$ cat src/rtl/baud_pkg.sv
package baud_pkg;

    localparam int DIV_W   = 12;
    localparam int PRE_W   = 4;
    localparam int CTL_W   = DIV_W + 4;
    localparam int POS_PRE = 0;
    localparam int POS_DIV = 1;
    localparam int POS_EN  = DIV_W + 1;
    localparam int POS_RST = DIV_W + 2;

    typedef struct packed {
        logic             en;
        logic [DIV_W-1:0] div;
        logic             presel;
    } cfg_t;

    function automatic cfg_t unpack_cfg(input logic [CTL_W-1:0] w);
        cfg_t c;
        c.presel = w[POS_PRE];
        c.div    = w[POS_DIV +: DIV_W];
        c.en     = w[POS_EN];
        return c;
    endfunction

    function automatic logic [CTL_W-1:0] pack_status(input cfg_t c, input logic busy);
        logic [CTL_W-1:0] w;
        w                   = '0;
        w[POS_PRE]          = c.presel;
        w[POS_DIV +: DIV_W] = c.div;
        w[POS_EN]           = c.en;
        w[POS_RST]          = busy;
        return w;
    endfunction

endpackage

$ cat src/rtl/baud_cfg_reg.sv
module baud_cfg_reg
    import baud_pkg::*;
#(
    parameter int RST_CYC = 2
) (
    input  logic             clk,
    input  logic             rst,
    input  logic             we_i,
    input  logic [CTL_W-1:0] wdata_i,
    output cfg_t             cfg_o,
    output logic             busy_o,
    output logic             clr_o
);
    localparam int RC_W = $clog2(RST_CYC + 1);

    cfg_t            cfg_q;
    logic [RC_W-1:0] rc_q;
    logic            rst_req;

    assign rst_req = we_i && wdata_i[POS_RST];

    always_ff @(posedge clk) begin
        if (rst) begin
            cfg_q <= '0;
            rc_q  <= '0;
        end else begin
            if (we_i) begin
                cfg_q <= unpack_cfg(wdata_i);
            end
            if (rst_req) begin
                rc_q <= RC_W'(RST_CYC);
            end else if (rc_q != '0) begin
                rc_q <= rc_q - 1'b1;
            end
        end
    end

    assign cfg_o  = cfg_q;
    assign busy_o = (rc_q != '0);
    assign clr_o  = rst_req || busy_o;

    AST_RST_SETS: assert property (@(posedge clk) disable iff (rst)
        rst_req |=> busy_o);
    AST_RST_SELFCLR: assert property (@(posedge clk) disable iff (rst)
        $fell(busy_o) |-> $past(busy_o, 2));

endmodule

$ cat src/rtl/baud_prescale.sv
module baud_prescale
    import baud_pkg::*;
#(
    parameter int W = PRE_W
) (
    input  logic clk,
    input  logic rst,
    input  logic clr_i,
    input  logic en_i,
    input  logic sel_i,
    output logic stb_o
);
    localparam logic [W-1:0] PRE_MAX = {W{1'b1}};

    logic [W-1:0] pre_q;

    always_ff @(posedge clk) begin
        if (rst || clr_i) begin
            pre_q <= '0;
        end else if (en_i) begin
            if (sel_i) begin
                pre_q <= pre_q + 1'b1;
            end else begin
                pre_q <= '0;
            end
        end
    end

    assign stb_o = en_i && !clr_i && (!sel_i || (pre_q == PRE_MAX));

    AST_PRE_HOLD: assert property (@(posedge clk) disable iff (rst)
        (!en_i && !clr_i) |=> $stable(pre_q));
    AST_PRE_CLEAR: assert property (@(posedge clk) disable iff (rst)
        clr_i |=> (pre_q == '0));

endmodule

$ cat src/rtl/baud_divcnt.sv
module baud_divcnt
    import baud_pkg::*;
#(
    parameter int W = DIV_W
) (
    input  logic         clk,
    input  logic         rst,
    input  logic         clr_i,
    input  logic         stb_i,
    input  logic         en_i,
    input  logic         presel_i,
    input  logic [W-1:0] div_i,
    output logic         tick_o
);
    logic [W-1:0] cnt_q;
    logic         tick_q;

    always_ff @(posedge clk) begin
        if (rst || clr_i) begin
            cnt_q  <= '0;
            tick_q <= 1'b0;
        end else begin
            tick_q <= stb_i && (cnt_q == '0);
            if (stb_i) begin
                if (cnt_q == '0) begin
                    cnt_q <= div_i;
                end else begin
                    cnt_q <= cnt_q - 1'b1;
                end
            end
        end
    end

    assign tick_o = tick_q;

    AST_NO_TICK_DISABLED: assert property (@(posedge clk) disable iff (rst)
        !en_i |=> !tick_o);
    AST_PRESCALED_GAP: assert property (@(posedge clk) disable iff (rst)
        (tick_o && $past(presel_i)) |-> !$past(tick_o));
    AST_CLEAR_HOLD: assert property (@(posedge clk) disable iff (rst)
        clr_i |=> (cnt_q == '0 && !tick_o));
    AST_TICK_AT_ZERO: assert property (@(posedge clk) disable iff (rst)
        tick_o |-> ($past(cnt_q) == '0));
    AST_RELOAD_VALUE: assert property (@(posedge clk) disable iff (rst)
        (tick_o && !$past(clr_i)) |-> (cnt_q == $past(div_i)));

endmodule

$ cat src/rtl/baud_tick_gen.sv
module baud_tick_gen
    import baud_pkg::*;
#(
    parameter int RST_CYC = 2
) (
    input  logic             clk,
    input  logic             rst,
    input  logic             cfg_we,
    input  logic [CTL_W-1:0] cfg_wdata,
    output logic [CTL_W-1:0] cfg_rdata,
    output logic             tick_x16
);
    cfg_t cfg;
    logic busy;
    logic clr;
    logic stb;

    baud_cfg_reg #(.RST_CYC(RST_CYC)) u_cfg (
        .clk     (clk),
        .rst     (rst),
        .we_i    (cfg_we),
        .wdata_i (cfg_wdata),
        .cfg_o   (cfg),
        .busy_o  (busy),
        .clr_o   (clr)
    );

    baud_prescale #(.W(PRE_W)) u_pre (
        .clk   (clk),
        .rst   (rst),
        .clr_i (clr),
        .en_i  (cfg.en),
        .sel_i (cfg.presel),
        .stb_o (stb)
    );

    baud_divcnt #(.W(DIV_W)) u_cnt (
        .clk      (clk),
        .rst      (rst),
        .clr_i    (clr),
        .stb_i    (stb),
        .en_i     (cfg.en),
        .presel_i (cfg.presel),
        .div_i    (cfg.div),
        .tick_o   (tick_x16)
    );

    assign cfg_rdata = pack_status(cfg, busy);

    AST_STATUS_TOP_BIT: assert property (@(posedge clk) disable iff (rst)
        cfg_rdata[CTL_W-1] == 1'b0);

endmodule

$ cat config.mk
export PLATFORM = sky130hd
export DESIGN_NAME = baud_tick_gen
export DESIGN_NICKNAME = d
export VERILOG_FILES = /design/src/rtl/baud_pkg.sv /design/src/rtl/baud_cfg_reg.sv /design/src/rtl/baud_prescale.sv /design/src/rtl/baud_divcnt.sv /design/src/rtl/baud_tick_gen.sv
export SDC_FILE = /design/constraint.sdc
export NUM_CORES = 1
export LEC_CHECK = 0
export ABC_AREA = 1
export BUFFER_PORTS_ARGS = -buffer_cell sky130_fd_sc_hd__buf_2
export CORE_MARGIN = 2
export CORE_UTILIZATION = 54
export DETAILED_ROUTE_END_ITERATION = 10
export GPL_TIMING_DRIVEN = 1
export PLACE_DENSITY = 0.79
export SLEW_MARGIN = 20
export SYNTH_ARGS = -nofsm -noshare
export SYNTH_HDL_FRONTEND = slang
export SYNTH_SLANG_ARGS = --single-unit
$ cat constraint.sdc
create_clock -name clk -period 1.5 [get_ports clk]
set_input_delay 0.3 -clock clk [delete_from_list [all_inputs] [get_ports clk]]
set_output_delay 0.3 -clock clk [all_outputs]
set_load 0.02 [all_outputs]
==> impl_results.md, run 1 <==
* Result of the run: finished, final reports clean
* Kind of cell adding the most delay to the critical path: flip-flops
* Switch share at 0.349
* Buffers and inverters on the worst path at 2
* Maximum number of pins on one net before global-route repair at 27
* Utilization after layout at 0.684
* HP Class: in2reg
* RSZ-0062 raised after global routing: yes
* Area of the core at approximately 0.0031 mm²
* Sum of routed wire segments on met1 at around 1.8 mm
* Initial drt markers at 44
* Max FO, Critical Path at 11
* Pwr/cell area at ~990 mW/mm²
* Top routing layer in use: met4
* Maximum number of buffers from clock root to sink at 2
* Worst-skew pair later-pin latency at about 0.33 ns
* Hold slack final at between 0.15 and 0.2 ns
* Number of antenna-violating nets in the routed design at 0
* Source of the worst hold timing path: cfg_wdata[11]
* Proportion of netlist area held by the largest area contributor at 0.371
* Cell-internal power at 1.37 mW
* Main area contributors after synthesis: sky130_fd_sc_hd__dfxtp_1 37%, sky130_fd_sc_hd__nand2_1 12%, sky130_fd_sc_hd__inv_1 6.5%, sky130_fd_sc_hd__nand3_1 5.9%, sky130_fd_sc_hd__a21oi_1 5.6%
* Critical path origin: u_pre.pre_q[1]
* Chip Width at between 60 and 70 µm
* Top-level I/O count at 36
* Share of power burned in combinational logic at 0.295
* Clk network pwr share at 0.254
* CP startpoint kind: register
* Crit-path most repeated cell: sky130_fd_sc_hd__nand2_1
* Max-cap violations at 0
* Routed len/inst at 11.1 µm
* Part of the cycle the worst path needs at 0.926
* Kind of end point of the critical path: register
* Number of input and output port buffers inserted at 33
* Number of antenna violations at the first check in global routing at 0
* Area added between synthesis and finish at 19.3%
* Synth cell types at 30
* Number of CTS-inserted buffers at 5
* Fin crit period at approximately 1.4 ns
* Global router's overall resource usage at 0.232
* Most frequent cell after synthesis: sky130_fd_sc_hd__nand2_1
* # fillers at about 280
* Clock tree from TritonCTS: built
* FF+latch count, synth at 33
* Arrival time of data at the critical path endpoint at approximately 1.6 ns
* Yosys warning total at 0
* Post-Route Skew at 0.0124 ns
* Met2 wire length at 1.64 mm
* Total nets after synthesis at roughly 280
* Slowest cell on the critical path: sky130_fd_sc_hd__dfxtp_1
* Number of flops mapped to enable cells by yosys at 0
* H-tree levels at 2
* Pre-Repair DR Iteration Count at 6
* Number of buffers inserted by hold repair at cts at 0
* Worst path max stage delay at 0.38 ns
* Floorplan die height at ~61 µm
* Gate count of the mapped netlist at 254
* Clock transition at the registers of the reported paths at ~0.11 ns
* Met3 Routed Length at between 150 and 200 µm
* Most frequently used flop master after synthesis: sky130_fd_sc_hd__dfxtp_1
* Maximum VDD drop at just over 0.8 mV
* Residual overflow from global routing at 0
* First-pass GRT wire length at roughly 6.4 mm
* # diodes at 0
* Row count at 20
* Library cell occupying the most area in the post-synthesis netlist: sky130_fd_sc_hd__dfxtp_1
* Vias after detailed routing at 1645
* Final setup violation count at 0
* Sequential share of power at 0.452
* Launch instance of the worst register-to-register path: u_pre.pre_q[1]
* Final number of max-transition violations at 0
* Final GP Congestion at approximately 0.85
* Dpl hpwl at 2.75 mm
* WL final at 3.72 mm
* Initial Util at 0.573
* Setup Crit Path Kind: reg2reg
* Sequential element share of the synthesized area at 0.371
* Via count of the first global-routing pass at ~1.5k
* Area of the die at approximately 0.0038 mm²
* Cell area after synthesis at between 0.0015 and 0.002 mm²
* Cells along the critical path: ha_1 > nand3_1 > nand2_1 > nand2_2 > buf_4 > a21oi_2 > o21ai_1 > nand2_1 > inv_1
* Lkg Pwr at 1.03 nW
* Clock root buffer: sky130_fd_sc_hd__clkbuf_4
* CTS sink count at 33
* Final hold vios at 0
* Nets@finish at approximately 310
* Maximum frequency from static timing analysis at a little over 0.7 GHz
* DRC at 0
* Share of flip-flops with an asynchronous set or reset at 0
* Post-synthesis area per instance at about 7 µm²
* Share of post-route cells with drive strength above 1 at 0.305
* Endpoint required time on the critical path at 1.74 ns
* Sum of negative setup slack at 0 ns
* Average via count per standard cell at between 4 and 5
* Sw Pwr at about 0.74 mW
* Worst reg2reg setup slack at 0.11 ns
* Synth cell count leaders: 56 x sky130_fd_sc_hd__nand2_1, 33 x sky130_fd_sc_hd__dfxtp_1, 31 x sky130_fd_sc_hd__inv_1
[placed cells by master, fill, tap and decap left out, types with 2 or more instances in the layout]
cell type,count
sky130_fd_sc_hd__nor2_4,6
sky130_fd_sc_hd__ha_1,2
sky130_fd_sc_hd__xnor2_1,2
sky130_fd_sc_hd__nor2_1,16
sky130_fd_sc_hd__dfxtp_1,31
sky130_fd_sc_hd__a21oi_2,7
sky130_fd_sc_hd__buf_2,33
sky130_fd_sc_hd__nand2_1,52
sky130_fd_sc_hd__clkbuf_4,5
sky130_fd_sc_hd__o21ai_0,19
sky130_fd_sc_hd__inv_2,6
sky130_fd_sc_hd__nand3_1,20
sky130_fd_sc_hd__a21oi_1,18
sky130_fd_sc_hd__nand3_2,5
sky130_fd_sc_hd__inv_4,2
sky130_fd_sc_hd__xor2_1,2
sky130_fd_sc_hd__inv_1,30
sky130_fd_sc_hd__buf_4,7
sky130_fd_sc_hd__nand2_2,8
sky130_fd_sc_hd__nand4_1,2
sky130_fd_sc_hd__o21ai_1,2
sky130_fd_sc_hd__dfxtp_2,2
[power groups by stage]
stage / Clock, mW / Combinational [mW] / Sequential [mW]
2_1_floorplan: 0 / 0.418 / 0.996
3_3_place_gp: 0 / 0.566 / 0.968
3_5_place_dp: 0 / 0.577 / 0.968
4_1_cts: 0.544 / 0.586 / 0.949
5_1_grt: 0.597 / 0.690 / 0.958
6_report: 0.534 / 0.620 / 0.952
[final timing paths]
| path | end | cells after the start |
|---|---|---|
| worst max-delay path | u_cnt.cnt_q[1] | 9 |
| worst min-delay path | u_cfg.cfg_o[11] | 3 |
| worst max register to register | u_cnt.cnt_q[1] | 9 |
| worst min register to register | u_cfg.rc_q[0] | 1 |
[final cells by class]
class	count	area (µm²)	share of cell area
Tap cell	44	55.1	0.0259
Clock inverter	2	13.8	0.00648
Multi-Input combinational cell	171	951	0.448
Clock buffer	6	51.3	0.0242
Timing Repair Buffer	41	238	0.112
Inverter	39	151	0.0713
Sequential cell	33	663	0.312
[per-layer routing]
| layer | global-route usage | vias up |
|---|---|---|
| met2 | 0.337 | 57 |
| met1 | 0.309 | 706 |
| li1 | - | 874 |
| met3 | 0.0819 | 8 |
| met5 | 0 | - |
| met4 | 0.106 | 0 |
[cell families after synthesis]
group | after synthesis | synth area share
other | 1 | 0.00211
adders and majority gates | 3 | 0.0211
AOI/OAI and AO/OA | 47 | 0.143
buffers and inverters | 50 | 0.127
xor gates and xnor gates | 4 | 0.0197
DFF | 33 | 0.371
and+or+nand+nor | 116 | 0.316
[sequential cells by signal, summed over array words and instances (netlist names)]
register,count
u_cfg.cfg_o,14
u_cnt.cnt_q,12
u_pre.pre_q,4
u_cfg.rc_q,2
u_cnt.tick_o,1
[through the flow]
stage          cell area, µm²  power [mW]  setup slack [ns]  instances
6_report                 2120        2.11             0.112        336
5_1_grt                  2120        2.24          -0.00729        336
4_1_cts                  2060        2.08            0.0506        335
3_5_place_dp             1990        1.54            0.0387        327
3_3_place_gp             1990        1.53            0.0560        327
2_1_floorplan            1780        1.41             0.151        254
[timing repair]
action | 4_1_cts | 5_1_grt
setup buffers | 0 | 1
setup endpoints to repair | 3 | 12
cloned | 0 | 0
gates resized for setup | 1 | 18
pin swaps | 0 | 6
[tightest hold or removal path, cell delays in order]
cell,delay [ns]
sky130_fd_sc_hd__buf_2,0.07
sky130_fd_sc_hd__nor2_1,0.03
sky130_fd_sc_hd__nor2_1,0.08
Power figures use the tool's default switching activity.
==> inputs of run 2 (changes only) <==
--- a/config.mk
+++ b/config.mk
@@ -10,9 +10,10 @@
 export CORE_MARGIN = 2
 export CORE_UTILIZATION = 54
 export DETAILED_ROUTE_END_ITERATION = 10
-export GPL_TIMING_DRIVEN = 1
+export GPL_TIMING_DRIVEN = 0
 export PLACE_DENSITY = 0.79
 export SLEW_MARGIN = 20
 export SYNTH_ARGS = -nofsm -noshare
 export SYNTH_HDL_FRONTEND = slang
+export SYNTH_HIERARCHICAL = 1
 export SYNTH_SLANG_ARGS = --single-unit
==> impl_results.md, run 2 <==
* Initial Util at 0.576
* Area added between synthesis and finish at 25.9%
* Max reg flops at 14
* Area of the die at 0.00376 mm²
* Via count of the first global-routing pass at about 1.6k
* Sequential share of power at 0.476
* Hold slack final at around 0.14 ns
* Area of the core at 0.00308 mm²
* Share of power burned in combinational logic at 0.287
* Share of post-route cells with drive strength above 1 at 0.287
* Synth cell count leaders: 84 x sky130_fd_sc_hd__nand2_1, 58 x sky130_fd_sc_hd__nor2_1, 40 x sky130_fd_sc_hd__inv_1
* Chip Width at about 61 µm
* Most frequently used flop master after synthesis: sky130_fd_sc_hd__dfxtp_1
* Final hold vios at 0
* Number of flops mapped to enable cells by yosys at 0
* Number of antenna violations at the first check in global routing at 0
* Clock transition at the registers of the reported paths at roughly 0.10 ns
* Worst-skew pair later-pin latency at about 0.34 ns
* Sum of negative setup slack at -0.0402 ns
* Max FO, Critical Path at 5
* Number of antenna-violating nets in the routed design at 0
* Fin crit period at roughly 1.5 ns
* FF+latch count, synth at 33
* Post-Route Skew at between 0.01 and 0.015 ns
* Vias after detailed routing at about 1.9k
* Most common cell after layout, fill and taps aside: sky130_fd_sc_hd__nand2_1
* Cell area after synthesis at around 0.0018 mm²
* Post-synthesis area per instance at between 6 and 7 µm²
* Result of the run: finished, violations left
* Cells along the critical path: nor2_4 > nand2_2 > or2_4 > a21oi_4 > inv_4 > buf_8 > nand2_2 > nand2_2 > a21oi_2 > nor2_1
* Violations in the final reports: setup timing
* First-pass GRT wire length at approximately 7 mm
* H-tree levels at 2
* Final design area excluding fillers at between 0.002 and 0.0025 mm²
* Sw Pwr at ~0.70 mW
* Number of CTS-inserted buffers at 5
* # fillers at ~290
* Gate count of the mapped netlist at roughly 290
* Clk network pwr share at 0.237
* Utilization after layout at 0.725
* Average via count per standard cell at about 5
* Switch share at 0.345
* Final number of max-transition violations at 0
* Clock root buffer: sky130_fd_sc_hd__clkbuf_4
* Top-level I/O count at 36
* Total nets after synthesis at 307
* Number of input and output port buffers inserted at 32
* CTS sink count at 33
* Max-cap violations at 0
* RSZ-0062 raised after global routing: yes
* WL final at between 4 and 5 mm
* Kind of end point of the critical path: register
* Maximum VDD drop at ~0.55 mV
* Initial drt markers at 115
* Endpoint required time on the critical path at around 1.7 ns
* Commonest cells after routing, fill and taps aside: 76 x sky130_fd_sc_hd__nand2_1, 56 x sky130_fd_sc_hd__nor2_1, 37 x sky130_fd_sc_hd__inv_1, 32 x sky130_fd_sc_hd__buf_2, 28 x sky130_fd_sc_hd__dfxtp_1
* Pwr/cell area at around 900 mW/mm²
* Worst path setup slack after routing at -0.0258 ns
* Area post-placement at between 0.002 and 0.0025 mm²
* HP Class: in2reg
* CP startpoint kind: register
* Sequential element share of the synthesized area at 0.373
* Final setup violation count at 4
* Cell-internal power at around 1.3 mW
* Worst path max stage delay at 0.35 ns
* Number of buffers inserted by hold repair at cts at 0
* # diodes at 0
* Maximum frequency from static timing analysis at roughly 0.66 GHz
* Final GP Congestion at approximately 0.89
* Residual overflow from global routing at 0
* Floorplan die height at 61.3 µm
* DRC at 0
* Global router's overall resource usage at 0.250
* Main area contributors after synthesis: sky130_fd_sc_hd__dfxtp_1 37%, sky130_fd_sc_hd__nand2_1 18%, sky130_fd_sc_hd__nor2_1 12%, sky130_fd_sc_hd__inv_1 8.5%, sky130_fd_sc_hd__nand3_1 4.8%
* Proportion of netlist area held by the largest area contributor at 0.373
* Part of the cycle the worst path needs at 1.02
* Synth cell types at 28
* Dpl hpwl at around 2.8 mm
* Clock tree from TritonCTS: built
* Library cell occupying the most area in the post-synthesis netlist: sky130_fd_sc_hd__dfxtp_1
* Maximum number of buffers from clock root to sink at 2
* Maximum number of pins on one net before global-route repair at 11
* Nets@finish at around 360
* Crit-path most repeated cell: sky130_fd_sc_hd__nand2_2
* Most frequent cell after synthesis: sky130_fd_sc_hd__nand2_1
* Share of flip-flops with an asynchronous set or reset at 0
* Yosys warning total at 6
* Routed len/inst at 11.5 µm
* Setup Crit Path Kind: reg2reg
* Arrival time of data at the critical path endpoint at 1.77 ns
* Slowest cell on the critical path: sky130_fd_sc_hd__dfxtp_2
* Row count at 20
* Pre-Repair DR Iteration Count at 4
* Lkg Pwr at ~1.2 nW
## run 2: cell families after synthesis
logic type	Yosys count	share of synthesized area
AO/OA/AOI/OAI	20	0.0607
XOR/XNOR	2	0.00989
adder cells (fa/ha/maj)	3	0.0212
buffers and inverters	52	0.129
flip-flops	33	0.373
other	1	0.00212
AND/OR/NAND/NOR	174	0.405
## run 2: worst paths after layout
check	startpoint	to	slack (ns)	cells after the start
hold reg to reg	u_cfg/rc_q[1]	u_cfg/rc_q[0]	0.47	2
setup reg to reg	u_cfg/rc_q[0]	u_cnt/cnt_q[10]	-0.03	10
hold / removal	rst	u_cfg/rc_q[1]	0.14	2
setup / recovery	u_cfg/rc_q[0]	u_cnt/cnt_q[10]	-0.03	10
## run 2: critical path: cells and delay by family, from the launching register on
kind | cells | cell delay [ns]
AO/OA/AOI/OAI | 2 | 0.28
buffers and inverters | 2 | 0.22
flip-flops | 1 | 0.35
AND/OR/NAND/NOR | 6 | 0.56
## run 2: power by group through the flow
stage / Combinational (mW) / Clock [mW] / Sequential (mW)
after floorplan: 0.341 / 0 / 1.00
after global placement: 0.491 / 0 / 0.975
after detailed placement: 0.498 / 0 / 0.976
after CTS: 0.525 / 0.498 / 0.957
after global routing: 0.641 / 0.528 / 0.966
final: 0.579 / 0.477 / 0.960
## run 2: cell type report
| class | count | area, µm² | area share |
|---|---|---|---|
| tap | 44 | 55.1 | 0.0247 |
| sequential | 33 | 667 | 0.299 |
| inverter | 43 | 164 | 0.0735 |
| multi-input combinational | 201 | 976 | 0.437 |
| clock inverter | 2 | 10.0 | 0.00449 |
| timing repair buffer | 40 | 230 | 0.103 |
| buffer | 9 | 87.6 | 0.0393 |
| clock buffer | 6 | 41.3 | 0.0185 |
## run 2: through the flow
stage,std cells,power [mW],setup slack [ns]
2_1_floorplan,285,1.34,-0.00997
3_3_place_gp,361,1.47,-0.214
3_5_place_dp,361,1.47,-0.241
4_1_cts,376,1.98,-0.0263
5_1_grt,378,2.13,-0.0913
6_report,378,2.02,-0.0258
## run 2: repair_timing
action	4_1_cts	5_1_grt
resized for setup	8	26
endpoints found under the hold margin	0	0
buffers inserted	6	1
pin swaps	4	4
gates cloned	1	1
setup endpoints to repair	13	13
## run 2: routing by layer
layer,part of all wire,global-route usage,vias to the layer above
met2,0.50,0.430,59
met5,0,0,-
li1,-,-,958
met4,0.012,0.0807,0
met3,0.067,0.0714,5
met1,0.42,0.300,862
==> inputs of run 3 (changes only) <==
--- a/config.mk
+++ b/config.mk
@@ -8,10 +8,9 @@
 export ABC_AREA = 1
 export BUFFER_PORTS_ARGS = -buffer_cell sky130_fd_sc_hd__buf_2
 export CORE_MARGIN = 2
-export CORE_UTILIZATION = 54
+export CORE_UTILIZATION = 35
 export DETAILED_ROUTE_END_ITERATION = 10
 export GPL_TIMING_DRIVEN = 0
-export PLACE_DENSITY = 0.79
 export SLEW_MARGIN = 20
 export SYNTH_ARGS = -nofsm -noshare
 export SYNTH_HDL_FRONTEND = slang
==> constraint.sdc (replaced) <==
create_clock -name clk -period 1.95 [get_ports clk]
set_input_delay 0.39 -clock clk [delete_from_list [all_inputs] [get_ports clk]]
set_output_delay 0.39 -clock clk [all_outputs]
set_load 0.02 [all_outputs]
==> impl_results.md, run 3 (synthesis results as in run 2) <==
* Result of the run: finished, final reports clean
* Most common cell after layout, fill and taps aside: sky130_fd_sc_hd__nand2_1
* Number of antenna violations at the first check in global routing at 0
* Maximum frequency from static timing analysis at 0.574 GHz
* WL final at between 3 and 4 mm
* Share of power burned in combinational logic at 0.233
* Post-cts repair resize count at 0
* Endpoint required time on the critical path at about 2.2 ns
* Switch share at 0.325
* Cells on worst reg2reg path at 9
* Max reg flops at 14
* Number of CTS-inserted buffers at 5
* Share of post-route cells with drive strength above 1 at 0.188
* Max FO, Critical Path at 10
* First-pass GRT wire length at 6.47 mm
* Pwr/cell area at about 760 mW/mm²
* Number of buffers inserted by hold repair at cts at 0
* Cell-internal power at around 1.1 mW
* Fin crit period at around 1.7 ns
* Final setup violation count at 0
* Sw Pwr at around 0.52 mW
* Worst-skew pair later-pin latency at 0.28 ns
* CTS sink count at 33
* Global router's overall resource usage at 0.150
* Worst path setup slack after routing at between 0.2 and 0.25 ns
* Initial Util at 0.368
* # fillers at ~530
* Hold slack final at between 0.3 and 0.4 ns
* Residual overflow from global routing at 0
* Sequential share of power at 0.456
* Total area of multi-input combinational cells at 891 µm²
* Area post-placement at 0.00202 mm²
* Post-CTS Repair Setup Buffers at 0
* Floorplan die height at ~75 µm
* Clock tree from TritonCTS: built
* Maximum VDD drop at ~0.33 mV
* HP Class: in2reg
* Nets@finish at ~350
* Area of the core at between 0.004 and 0.005 mm²
* Clock root buffer: sky130_fd_sc_hd__clkbuf_8
* Number of input and output port buffers inserted at 32
* Arrival time of data at the critical path endpoint at 1.96 ns
* Initial drt markers at 76
* Row count at 25
* Area of the die at between 0.005 and 0.006 mm²
* Pre-Repair DR Iteration Count at 4
* H-tree levels at 2
* CP startpoint kind: register
* Maximum number of pins on one net before global-route repair at 12
* Number of antenna-violating nets in the routed design at 0
* Post-Route Skew at 0.00647 ns
* Final design area excluding fillers at between 0.002 and 0.0025 mm²
* Via count of the first global-routing pass at about 1.5k
* Area of all sequential standard cells at roughly 660 µm²
* Final number of max-transition violations at 0
* Max-cap violations at 0
* Utilization after layout at 0.438
* Chip Width at approximately 75 µm
* RSZ-0062 raised after global routing: no
* Capture point of the worst reg-to-reg path: u_cnt/cnt_q[8]
* Vias after detailed routing at about 1.7k
* Dpl hpwl at approximately 2.9 mm
* Launch instance of the worst register-to-register path: u_cfg/rc_q[1]
* Lkg Pwr at 1.15 nW
* Clk network pwr share at 0.311
* Commonest cells after routing, fill and taps aside: 84 x sky130_fd_sc_hd__nand2_1, 58 x sky130_fd_sc_hd__nor2_1, 40 x sky130_fd_sc_hd__inv_1, 35 x sky130_fd_sc_hd__buf_2, 33 x sky130_fd_sc_hd__dfxtp_1
* Pre-CTS worst setup slack at -0.116 ns
* Routed len/inst at 9.83 µm
* Clock transition at the registers of the reported paths at 0.07 ns
* Final hold vios at 0
* Worst reg2reg setup slack at 0.21 ns
* Top-level I/O count at 36
* DRC at 0
* Number of cells on the worst hold path at 2
* Setup Crit Path Kind: reg2reg
* Part of the cycle the worst path needs at 0.894
* Average via count per standard cell at approximately 4.3
* Area added between synthesis and finish at 19.1%
* # diodes at 0
* Final GP Congestion at about 0.91
* Source of the worst hold timing path: rst
* Maximum number of buffers from clock root to sink at 2
* Kind of end point of the critical path: register
* Sink of the worst hold path: u_cfg/rc_q[1]
-- run 3: how the worst max path moves through the flow --
| stage | from | to | slack, ns | cells after the start |
|---|---|---|---|---|
| floorplan | cfg_we | u_cnt/cnt_q[10] | 0.18 | 11 |
| global placement | cfg_we | u_cnt/cnt_q[10] | -0.11 | 11 |
| detailed placement | cfg_we | u_cnt/cnt_q[8] | -0.12 | 10 |
| CTS | u_cfg/rc_q[1] | u_cnt/cnt_q[8] | 0.06 | 9 |
| global route | u_cfg/rc_q[1] | u_cnt/cnt_q[8] | 0.02 | 9 |
| finish | u_cfg/rc_q[1] | u_cnt/cnt_q[8] | 0.21 | 9 |
-- run 3: final cells by class --
type / count / area share
Timing Repair Buffer: 32 / 0.0759
Buffer: 9 / 0.0320
Inverter: 43 / 0.0765
Clock buffer: 5 / 0.0326
Multi-Input combinational cell: 200 / 0.422
Clock inverter: 3 / 0.00830
Sequential cell: 33 / 0.313
Tap cell: 67 / 0.0397
-- run 3: critical path: stages, from the launching register on --
cell and delay, ns:
sky130_fd_sc_hd__dfxtp_1 0.32, sky130_fd_sc_hd__nor2_1 0.14, sky130_fd_sc_hd__nand2_1 0.10, sky130_fd_sc_hd__or2_1 0.26, sky130_fd_sc_hd__a21oi_4 0.19, sky130_fd_sc_hd__inv_1 0.12
sky130_fd_sc_hd__buf_2 0.20, sky130_fd_sc_hd__nor3_1 0.19, sky130_fd_sc_hd__nor2_1 0.07, sky130_fd_sc_hd__nor2_1 0.09
-- run 3: power groups by stage --
stage	registers (mW)	clock network [mW]	logic (mW)
after floorplan	0.771	0	0.255
after global placement	0.752	0	0.372
after detailed placement	0.752	0	0.374
after CTS	0.736	0.525	0.376
after global routing	0.741	0.549	0.426
final	0.736	0.502	0.376
-- run 3: layer usage --
layer,up-vias,part of all wire,GRT usage
li1,939,-,-
met1,705,0.53,0.212
met2,35,0.42,0.218
met3,2,0.041,0.0415
met4,0,0.0049,0.0526
met5,-,0,0
-- run 3: per-stage QoR --
step,std cells,setup TNS [ns],power [mW]
after floorplan,285,0,1.03
after global placement,384,-0.399,1.12
after detailed placement,384,-0.368,1.13
after CTS,392,0,1.64
after global routing,392,0,1.72
final,392,0,1.61
